$ cat src/rtl/nmi_line_pkg.sv
// Shared types and register offsets for the single-line NMI controller.
// Assumes byte offsets; the enable register placement depends on a map select.
package nmi_line_pkg;

    typedef enum logic [1:0] {
        TRIG_LVL_LOW  = 2'd0,
        TRIG_FALL     = 2'd1,
        TRIG_LVL_HIGH = 2'd2,
        TRIG_RISE     = 2'd3
    } trig_mode_e;

    localparam int OFF_CTRL  = 'h00;
    localparam int OFF_PEND  = 'h04;
    localparam int OFF_EN_M0 = 'h08;
    localparam int OFF_EN_M1 = 'h34;

    // Enable register offset for a given register map.
    function automatic int en_offset(input int map_sel);
        return (map_sel == 0) ? OFF_EN_M0 : OFF_EN_M1;
    endfunction

endpackage

$ cat src/rtl/nmi_pin_sync.sv
// Multi-flop synchroniser for the raw interrupt pin.
// Assumes the pin is asynchronous; every flop resets to RST_VAL (idle level).
module nmi_pin_sync #(
    parameter int   STAGES  = 2,
    parameter logic RST_VAL = 1'b1
) (
    input  logic clk,
    input  logic rst_n,
    input  logic din,
    output logic dout
);

    logic [STAGES-1:0] chain;

    generate
        for (genvar g = 0; g < STAGES; g++) begin : g_stage
            // Shift the pin one flop further down the chain.
            always_ff @(posedge clk) begin
                if (!rst_n) chain[g] <= RST_VAL;
                else if (g == 0) chain[g] <= din;
                else chain[g] <= chain[(g == 0) ? 0 : g-1];
            end
        end
    endgenerate

    assign dout = chain[STAGES-1];

endmodule

$ cat src/rtl/nmi_trig_detect.sv
// Trigger detector: turns the synchronised pin into a one-cycle or held
// event according to the 2-bit trigger code. Keeps the previous sample.
module nmi_trig_detect
    import nmi_line_pkg::*;
(
    input  logic       clk,
    input  logic       rst_n,
    input  trig_mode_e mode,
    input  logic       lvl,
    output logic       evt
);

    logic prev;

    // Remember last cycle's synchronised value for edge detection.
    always_ff @(posedge clk) begin
        if (!rst_n) prev <= 1'b1;
        else        prev <= lvl;
    end

    // Decode the selected trigger condition.
    always_comb begin
        unique case (mode)
            TRIG_LVL_LOW:  evt = !lvl;
            TRIG_FALL:     evt = prev && !lvl;
            TRIG_LVL_HIGH: evt = lvl;
            TRIG_RISE:     evt = !prev && lvl;
            default:       evt = 1'b0;
        endcase
    end


    fall_once_chk: assert property (@(posedge clk) disable iff (!rst_n)
        (mode == TRIG_FALL && evt) |=> !(mode == TRIG_FALL && evt));


    rise_once_chk: assert property (@(posedge clk) disable iff (!rst_n)
        (mode == TRIG_RISE && evt) |=> !(mode == TRIG_RISE && evt));

endmodule

$ cat src/rtl/nmi_line_regs.sv
// Register file: control word, sticky pending flag with write-one-to-clear,
// and enable bit. Read data is combinational from the address.
module nmi_line_regs
    import nmi_line_pkg::*;
#(
    parameter int ADDR_W  = 8,
    parameter int DATA_W  = 32,
    parameter int MAP_SEL = 0
) (
    input  logic              clk,
    input  logic              rst_n,
    input  logic [ADDR_W-1:0] addr,
    input  logic [DATA_W-1:0] wdata,
    input  logic              we,
    input  logic              evt,
    output trig_mode_e        mode,
    output logic              pend,
    output logic              en,
    output logic [DATA_W-1:0] rdata
);

    localparam logic [ADDR_W-1:0] A_CTRL = ADDR_W'(OFF_CTRL);
    localparam logic [ADDR_W-1:0] A_PEND = ADDR_W'(OFF_PEND);
    localparam logic [ADDR_W-1:0] A_EN   = ADDR_W'(en_offset(MAP_SEL));

    logic [DATA_W-1:0] ctrl;
    logic              hit_ctrl, hit_pend, hit_en, clr_req;

    assign hit_ctrl = (addr == A_CTRL);
    assign hit_pend = (addr == A_PEND);
    assign hit_en   = (addr == A_EN);
    assign clr_req  = we && hit_pend && wdata[0];
    assign mode     = trig_mode_e'(ctrl[1:0]);

    // Control word: stores the whole written value.
    always_ff @(posedge clk) begin
        if (!rst_n)               ctrl <= '0;
        else if (we && hit_ctrl)  ctrl <= wdata;
    end

    // Pending flag: an event sets it and wins over a same-cycle clear.
    always_ff @(posedge clk) begin
        if (!rst_n)       pend <= 1'b0;
        else if (evt)     pend <= 1'b1;
        else if (clr_req) pend <= 1'b0;
    end

    // Enable bit: unmasks the output when set.
    always_ff @(posedge clk) begin
        if (!rst_n)             en <= 1'b0;
        else if (we && hit_en)  en <= wdata[0];
    end

    // Read mux; unmapped offsets return zero.
    always_comb begin
        rdata = '0;
        if (hit_ctrl)      rdata = ctrl;
        else if (hit_pend) rdata[0] = pend;
        else if (hit_en)   rdata[0] = en;
    end


    w1c_clear_chk: assert property (@(posedge clk) disable iff (!rst_n)
        (clr_req && !evt) |=> !pend);


    evt_sets_chk: assert property (@(posedge clk) disable iff (!rst_n)
        evt |=> pend);


    pend_hold_chk: assert property (@(posedge clk) disable iff (!rst_n)
        (!evt && !clr_req) |=> $stable(pend));


    en_hold_chk: assert property (@(posedge clk) disable iff (!rst_n)
        !(we && hit_en) |=> $stable(en));


    ctrl_hold_chk: assert property (@(posedge clk) disable iff (!rst_n)
        !(we && hit_ctrl) |=> $stable(ctrl));

endmodule

$ cat src/rtl/nmi_line_ctrl.sv
// Top of the single-line NMI controller: synchroniser, trigger detector and
// register file. The request is pending AND enable. Assumes one source.
module nmi_line_ctrl
    import nmi_line_pkg::*;
#(
    parameter int ADDR_W      = 8,
    parameter int DATA_W      = 32,
    parameter int MAP_SEL     = 0,
    parameter int SYNC_STAGES = 2
) (
    input  logic              clk,
    input  logic              rst_n,
    input  logic              nmi_pin,
    input  logic [ADDR_W-1:0] bus_addr,
    input  logic [DATA_W-1:0] bus_wdata,
    input  logic              bus_we,
    output logic [DATA_W-1:0] bus_rdata,
    output logic              irq_out
);

    logic       pin_s, evt, pend, en;
    trig_mode_e mode;

    nmi_pin_sync #(.STAGES(SYNC_STAGES), .RST_VAL(1'b1)) u_sync (
        .clk(clk), .rst_n(rst_n), .din(nmi_pin), .dout(pin_s)
    );

    nmi_trig_detect u_det (
        .clk(clk), .rst_n(rst_n), .mode(mode), .lvl(pin_s), .evt(evt)
    );

    nmi_line_regs #(.ADDR_W(ADDR_W), .DATA_W(DATA_W), .MAP_SEL(MAP_SEL)) u_regs (
        .clk(clk), .rst_n(rst_n), .addr(bus_addr), .wdata(bus_wdata),
        .we(bus_we), .evt(evt), .mode(mode), .pend(pend), .en(en),
        .rdata(bus_rdata)
    );

    // Request toward the parent controller.
    assign irq_out = pend && en;


    rst_quiet_chk: assert property (@(posedge clk)
        !rst_n |=> !irq_out);

endmodule

$ cat config.mk
export PLATFORM = sky130hd
export DESIGN_NAME = nmi_line_ctrl
export DESIGN_NICKNAME = d
export VERILOG_FILES = /design/src/rtl/nmi_line_pkg.sv /design/src/rtl/nmi_pin_sync.sv /design/src/rtl/nmi_trig_detect.sv /design/src/rtl/nmi_line_regs.sv /design/src/rtl/nmi_line_ctrl.sv
export SDC_FILE = /design/constraint.sdc
export NUM_CORES = 1
export LEC_CHECK = 0
export ABC_AREA = 1
export BUFFER_PORTS_ARGS = -buffer_cell sky130_fd_sc_hd__buf_2
export CAP_MARGIN = 20
export CORE_UTILIZATION = 25
export DETAILED_ROUTE_END_ITERATION = 10
export GPL_ROUTABILITY_DRIVEN = 0
export HOLD_SLACK_MARGIN = 0.05
export PLACE_DENSITY = 0.59
export RECOVER_POWER = 100
export SLEW_MARGIN = 25
export SYNTH_ARGS = -nofsm -noshare
export SYNTH_HDL_FRONTEND = slang
export SYNTH_SLANG_ARGS = --single-unit
$ cat constraint.sdc
create_clock -name clk -period 1.2 [get_ports clk]
set_input_delay 0.12 -clock clk [delete_from_list [all_inputs] [get_ports clk]]
set_output_delay 0.12 -clock clk [all_outputs]
set_load 0.02 [all_outputs]
==> key figures, run 1 <==
CTS
  • CTS root buf: clkbuf_8
  • Clock Sinks: 37
  • # H-tree levels: 2
  • Reg clk slew, reported paths: 0.07 ns
  • CTS buffer count: 5
  • TritonCTS clock tree: built
  • Worst skew pair latency: 0.28 ns
  • CTS Buffer Depth: 2

Synth
  • Register area share after synthesis: 37.7%
  • Avg Cell Area, Syn: 6.08 sq um
  • Ys Warns: 0
  • Area fraction in compound gates after synthesis: 8.92%
  • Mapped cell area: 1960 sq um
  • Yosys reg bits: 37
  • Post-synth top area cell: dfxtp_1
  • Mapped Nets: 367
  • Post-synthesis simple-gate area fraction: 32.8%
  • Largest family of logic cells by synthesized area: simple AND/OR/NAND/NOR gates
  • Mux share of post-synthesis cell area: 0%
  • Adder-cell area share of the yosys netlist: 0%
  • Post-Synth XOR/XNOR Area: 0%
  • Distinct cells, synth: 14
  • Ranking of synthesized cells by area: dfxtp_1 (38%), inv_1 (14%), nor2_1 (13%), nand3_1 (9.9%), a21oi_1 (8.7%)
  • Syn Inst Count: 323
  • Yosys top cell area share: 37.7%

Timing
  • Setup_tns: 0 ns
  • RSZ-0062 raised after global routing: yes
  • Clk_skew: 0.000150 ns
  • Fmax: 853 MHz
  • Final Cycle Share: 97.7%
  • Setup Viol. Count Final: 0
  • Least-Margin Pin Slew: 0.400 ns
  • Final Hold Vio Count: 0
  • Tmin final: 1.17 ns
  • Final slew viol count: 0
  • Hold_ws: 0.147 ns
  • Worst relative slew slack: 73.4%

Critical path
  • Reg2reg start: u_regs.ctrl[0]
  • Cells on worst reg2reg path: 5
  • Crit path max fanout: 19
  • Crit path arrival time: 1.05 ns
  • CP Launch Type: primary input
  • R2R Path End: u_regs.pend
  • CP endpoint kind: output pin
  • Critical path class: primary input to output pin
  • Reg-to-reg setup timing slack: 0.36 ns
  • Worst Path Required: 1.08 ns

Die
  • I/O pins: 77
  • Core area: 7410 sq um
  • Die height: 90.6 microns
  • Initial cell density of the core: 26.5%
  • Cell row count: 31
  • Die Area: 8210 sq um
  • Die X: 90.6 microns

Power
  • Net Sw Power: 533 uW
  • Leak: 1.31 nW
  • Switching Fraction: 22.7%
  • Pwr/cell area: 828 nW/um^2
  • Total Power: 2.35 mW
  • Clk pwr share: 36.4%
  • Seq pwr share: 52.9%
  • Logic pwr share: 10.7%
  • Worst vdd ir: 339 uV
  • Int Power: 1.81 mW

Job
  • MaxCap Viol Count: 0

Routing
  • # DRC: 0
  • DRT iter0 DRCs: 63
  • Routed len/inst: 9.62 microns
  • Post-DRT Antenna Nets: 0
  • DRT Pass-1 Iters: 4
  • Routed wire length: 4.81 mm
  • Via count: 2072
  • Via density per instance: 4.14

Worst hold path
  • WHS Path Cells: 3
  • Worst min path class: primary input to flop
  • Hold endpoint: u_regs.pend
  • Hold path start: rst_n

Finish
  • Most common cell after layout, fill and taps aside: inv_1
  • Most frequent cells in the layout: inv_1 (73), nor2_1 (48), nand2_1 (42), buf_2 (42), nand3_1 (38)
  • Ratio of cells with drive above 1 in the final layout: 31.4%
  • Ant diodes: 0
  • Final Non-Filler Cells: 500
  • Finished Cell Area: 2830 sq um
  • Nets@finish: 445
  • Filler cells: 813
  • Layout area overhead: 44.4%

Placed design
  • Number of port buffers: 76
  • Placed cell count: 489
  • Dpl hpwl: 3.24 mm
  • Cell Area, Placed: 2500 sq um

Global routing
  • Largest net degree at the start of global routing: 45
  • Vias in the first global route: 1881
  • Grt total ovfl: 0
  • Initial antenna violation count: 0
  • GRT Total Usage: 11.5%
  • First-pass GRT wire length: 7.87 mm

Outcome
  • Outcome: finished clean
-- sequential cells by signal, summed over array words and instances (netlist names) --
register / cells
u_sync.chain: 1
u_det.prev: 1
u_regs.pend: 1
u_regs.ctrl: 32
u_sync.dout: 1
u_regs.en: 1
-- cell families after synthesis --
kind of cell / Yosys count
AOI/OAI and AO/OA: 35
buffers and inverters: 95
DFF: 37
and+or+nand+nor: 156
-- metal layers --
metal  track usage, %  routed length (microns)  vias up
li1                 -                        -     1108
met1             13.2                     2130      908
met2             21.0                     2370       52
met3             3.11                      275        4
met4             2.82                       30        0
met5                0                        0        -
-- Yosys cell counts --
cell type / number
nand2_1: 43
dfxtp_1: 37
buf_1: 5
nor2_2: 1
inv_1: 73
clkbuf_1: 4
inv_2: 1
o21ai_0: 1
or2_2: 3
nor2_1: 70
nand3_1: 39
buf_6: 5
buf_2: 7
a21oi_1: 34
-- layout make-up --
type	instances	area [sq um]	share of cell area, %
multi-input combinational	191	902	31.8
sequential	37	741	26.1
timing repair buffer	92	701	24.7
inverter	74	280	9.89
tap	99	124	4.37
clock buffer	7	86.3	3.05
-- critical path: stages --
cell and delay [ns]:
buf_8 0.10, nor2_4 0.11, nand3_2 0.10, nor2_4 0.15
inv_4 0.07, buf_12 0.16, nor2_1 0.10, buf_4 0.15
-- power by group through the flow --
stage	combinational, mW	clock (mW)	sequential (mW)
6_report	0.251	0.854	1.24
5_1_grt	0.281	0.951	1.24
4_1_cts	0.235	0.902	1.24
3_5_place_dp	0.229	0	1.27
3_3_place_gp	0.229	0	1.27
2_1_floorplan	0.115	0	1.27
-- worst max path at each step --
stage                start             to  slack, ns  cells past startpoint
2_1_floorplan  bus_addr[1]  bus_rdata[10]     -0.001                      7
3_3_place_gp   bus_addr[1]  bus_rdata[18]      -0.09                      8
3_5_place_dp   bus_addr[1]   bus_rdata[1]      -0.11                      8
4_1_cts        bus_addr[0]  bus_rdata[15]      -0.01                      8
5_1_grt        bus_addr[0]  bus_rdata[19]      -0.04                      8
6_report       bus_addr[0]  bus_rdata[13]       0.03                      8
-- stage by stage --
stage                     setup WS, ns  utilization (%)
final                           0.0274             38.3
after global routing           -0.0369             38.3
after CTS                      -0.0146             36.5
after detailed placement        -0.114             33.7
after global placement         -0.0874             33.7
after floorplan               -0.00112                -
-- repair_timing --
item                                    in CTS  in global routing
buffers inserted                             2                  1
endpoints found under the hold margin        1                  0
gates resized for setup                     36                 38
pin swaps                                    3                  2
endpoints found under the setup margin      30                 52
hold buffers                                 1                  0
Power figures use the tool's default switching activity.
==> inputs of run 2 (changes only) <==
--- a/config.mk
+++ b/config.mk
@@ -8,7 +8,9 @@
 export ABC_AREA = 1
 export BUFFER_PORTS_ARGS = -buffer_cell sky130_fd_sc_hd__buf_2
 export CAP_MARGIN = 20
+export CORE_ASPECT_RATIO = 1.2
 export CORE_UTILIZATION = 25
+export CTS_CLUSTER_DIAMETER = 100
 export DETAILED_ROUTE_END_ITERATION = 10
 export GPL_ROUTABILITY_DRIVEN = 0
 export HOLD_SLACK_MARGIN = 0.05
==> run 2 against run 1 <==
  * Critical endpoint is now bus_rdata[21]
  * Critical path type unchanged
  * The flow now finishes with violations (setup timing)
  * Power fell by 1.7%
  * Count of clock-buffer cells in the layout rose by 1
  * Via count rose by 0.63%
==> key figures, run 2 (synthesized netlist as in run 1, its figures left out) <==
Placed design
  • Number of port buffers: 76 (unchanged)
  • Dpl hpwl: 3.30 mm (was 3.24 mm)
  • Placed cell count: 484 (was 489)
  • DP Worst Slack: -0.141 ns (was -0.114 ns)

Power
  • Pwr/cell area: 743 nW/um^2 (was 828 nW/um^2)
  • Leak: 1.35 nW (was 1.31 nW)
  • Worst vdd ir: 399 uV (was 339 uV)

Finish
  • Most frequent cells in the layout: inv_1 (73), nand2_1 (42), buf_2 (42), nor2_1 (39) (was inv_1 (73), nor2_1 (48), nand2_1 (42), buf_2 (42), nand3_1 (38))
  • Ratio of cells with drive above 1 in the final layout: 33.9% (was 31.4%)
  • Layout area overhead: 58.1% (was 44.4%)
  • Reg with most FFs: u_regs.ctrl (unchanged)
  • Final Non-Filler Cells: 496 (was 500)
  • Ant diodes: 0 (unchanged)
  • Largest register FFs: 32 (unchanged)
  • Nets@finish: 447 (was 445)
  • Most common cell after layout, fill and taps aside: inv_1 (unchanged)

Global routing
  • GRT Total Usage: 11.8% (was 11.5%)
  • Grt total ovfl: 0 (unchanged)
  • Initial antenna violation count: 0 (unchanged)
  • First-pass GRT wire length: 7.96 mm (was 7.87 mm)
  • Vias in the first global route: 1824 (was 1881)
  • Largest net degree at the start of global routing: 44 (was 45)

Timing
  • Worst relative slew slack: 79.6% (was 73.4%)
  • Tmin final: 1.24 ns (was 1.17 ns)
  • RSZ-0062 raised after global routing: yes (unchanged)
  • Setup Viol. Count Final: 6 (was 0)
  • Fmax: 808 MHz (was 853 MHz)
  • Clk_skew: 0.000165 ns (was 0.000150 ns)
  • Final slew viol count: 0 (unchanged)
  • Least-Margin Pin Slew: 0.306 ns (was 0.400 ns)
  • Min setup slack post-route: -0.0378 ns (was 0.0274 ns)
  • Final Hold Vio Count: 0 (unchanged)
  • Final Cycle Share: 103% (was 97.7%)

Critical path
  • Reg2reg start: u_regs.ctrl[0] (unchanged)
  • Crit path max fanout: 8 (was 19)
  • CP Launch Type: primary input (unchanged)
  • Reg-to-reg setup timing slack: 0.34 ns (was 0.36 ns)
  • CP endpoint kind: output pin (unchanged)
  • R2R Path End: u_regs.pend (unchanged)
  • Worst Path Required: 1.08 ns (about the same)
  • Critical path class: primary input to output pin (unchanged)
  • Cells on worst reg2reg path: 5 (unchanged)
  • Crit path arrival time: 1.12 ns (was 1.05 ns)

Die
  • Die height: 99.1 microns (was 90.6 microns)
  • I/O pins: 77 (unchanged)
  • Initial cell density of the core: 25.6% (was 26.5%)
  • Cell row count: 35 (was 31)
  • Die X: 82.9 microns (was 90.6 microns)
  • Core area: 7660 sq um (was 7410 sq um)
  • Die Area: 8210 sq um (about the same)

Outcome
  • Outcome: finished, violations left (was finished clean)
  • Failing checks: setup timing

CTS
  • Clock Sinks: 37 (unchanged)
  • Reg clk slew, reported paths: 0.06 ns (was 0.07 ns)
  • Worst skew pair latency: 0.28 ns (about the same)
  • CTS buffer count: 5 (unchanged)
  • CTS root buf: clkbuf_8 (unchanged)
  • TritonCTS clock tree: built (unchanged)
  • # H-tree levels: 2 (unchanged)
  • CTS Buffer Depth: 2 (unchanged)

Routing
  • DRT iter0 DRCs: 61 (was 63)
  • # DRC: 0 (unchanged)
  • Post-DRT Antenna Nets: 0 (unchanged)
  • Via density per instance: 4.20 (was 4.14)
  • Via count: 2085 (was 2072)
  • DRT Pass-1 Iters: 6 (was 4)
  • Routed len/inst: 9.88 microns (was 9.62 microns)
  • Routed wire length: 4.90 mm (was 4.81 mm)

Worst hold path
  • Worst min path class: primary input to flop (unchanged)
  • WHS Path Cells: 5 (was 3)
  • Hold endpoint: u_regs.ctrl[12] (was u_regs.pend)
  • Hold path start: bus_wdata[12] (was rst_n)

Job
  • MaxCap Viol Count: 0 (unchanged)
[run 2: worst max-delay path by stage]
| stage | slack (ns) | cells past startpoint | end | start |
|---|---|---|---|---|
| after floorplan | -0.001 | 7 | bus_rdata[10] | bus_addr[1] |
| after global placement | -0.08 | 8 | bus_rdata[21] | bus_addr[1] |
| after detailed placement | -0.14 | 8 | bus_rdata[21] | bus_addr[1] |
| after CTS | -0.02 | 8 | bus_rdata[3] | bus_addr[0] |
| after global routing | -0.09 | 8 | bus_rdata[21] | bus_addr[4] |
| final | -0.04 | 8 | bus_rdata[21] | bus_addr[0] |
[run 2: repair_timing]
item,CTS,global route
pin swaps,4,8
hold buffers,1,0
gates resized for setup,79,59
setup endpoints to repair,31,29
endpoints found under the hold margin,1,0
setup buffers,1,2
[run 2: stage by stage]
step | setup TNS, ns | instance area, sq um | hold slack [ns] | power [mW] | util, %
floorplan | -0.0336 | 1960 | 0.227 | 1.38 | -
global placement | -2.81 | 2520 | 0.316 | 1.49 | 32.9
detailed placement | -4.95 | 2520 | 0.335 | 1.50 | 32.9
CTS | -0.0396 | 2860 | 0.139 | 2.35 | 37.4
global route | -1.19 | 3100 | 0.159 | 2.46 | 40.5
finish | -0.0908 | 3100 | 0.151 | 2.31 | 40.5
[run 2: cell type report]
cell class	count	area (sq um)
flip-flops and latches	37	741
well taps	92	115
fillers	817	4560
clock buffers	8	80.1
multi-input cells	191	1060
inverters	74	283
repair buffers	94	821
[run 2: routing by layer]
| metal | vias to the layer above | part of all wire (%) | global-route usage [%] |
|---|---|---|---|
| met2 | 51 | 53 | 21.7 |
| met4 | 0 | 1.1 | 3.58 |
| met1 | 920 | 41 | 13.4 |
| met5 | - | 0 | 0 |
| met3 | 5 | 4.7 | 2.93 |
| li1 | 1109 | - | - |
[run 2: power breakdown]
group	leakage (nW)	switching, mW	internal [mW]
sequential	0.299	0.00451	1.24
clock	0.0395	0.400	0.412
combinational	1.01	0.132	0.121
[run 2: critical path, stage by stage]
cell      delay, ns
buf_6          0.10
nor2_4         0.10
nand3_2        0.08
nor2_4         0.13
clkinv_4       0.15
buf_12         0.19
nor2_4         0.12
buf_6          0.12
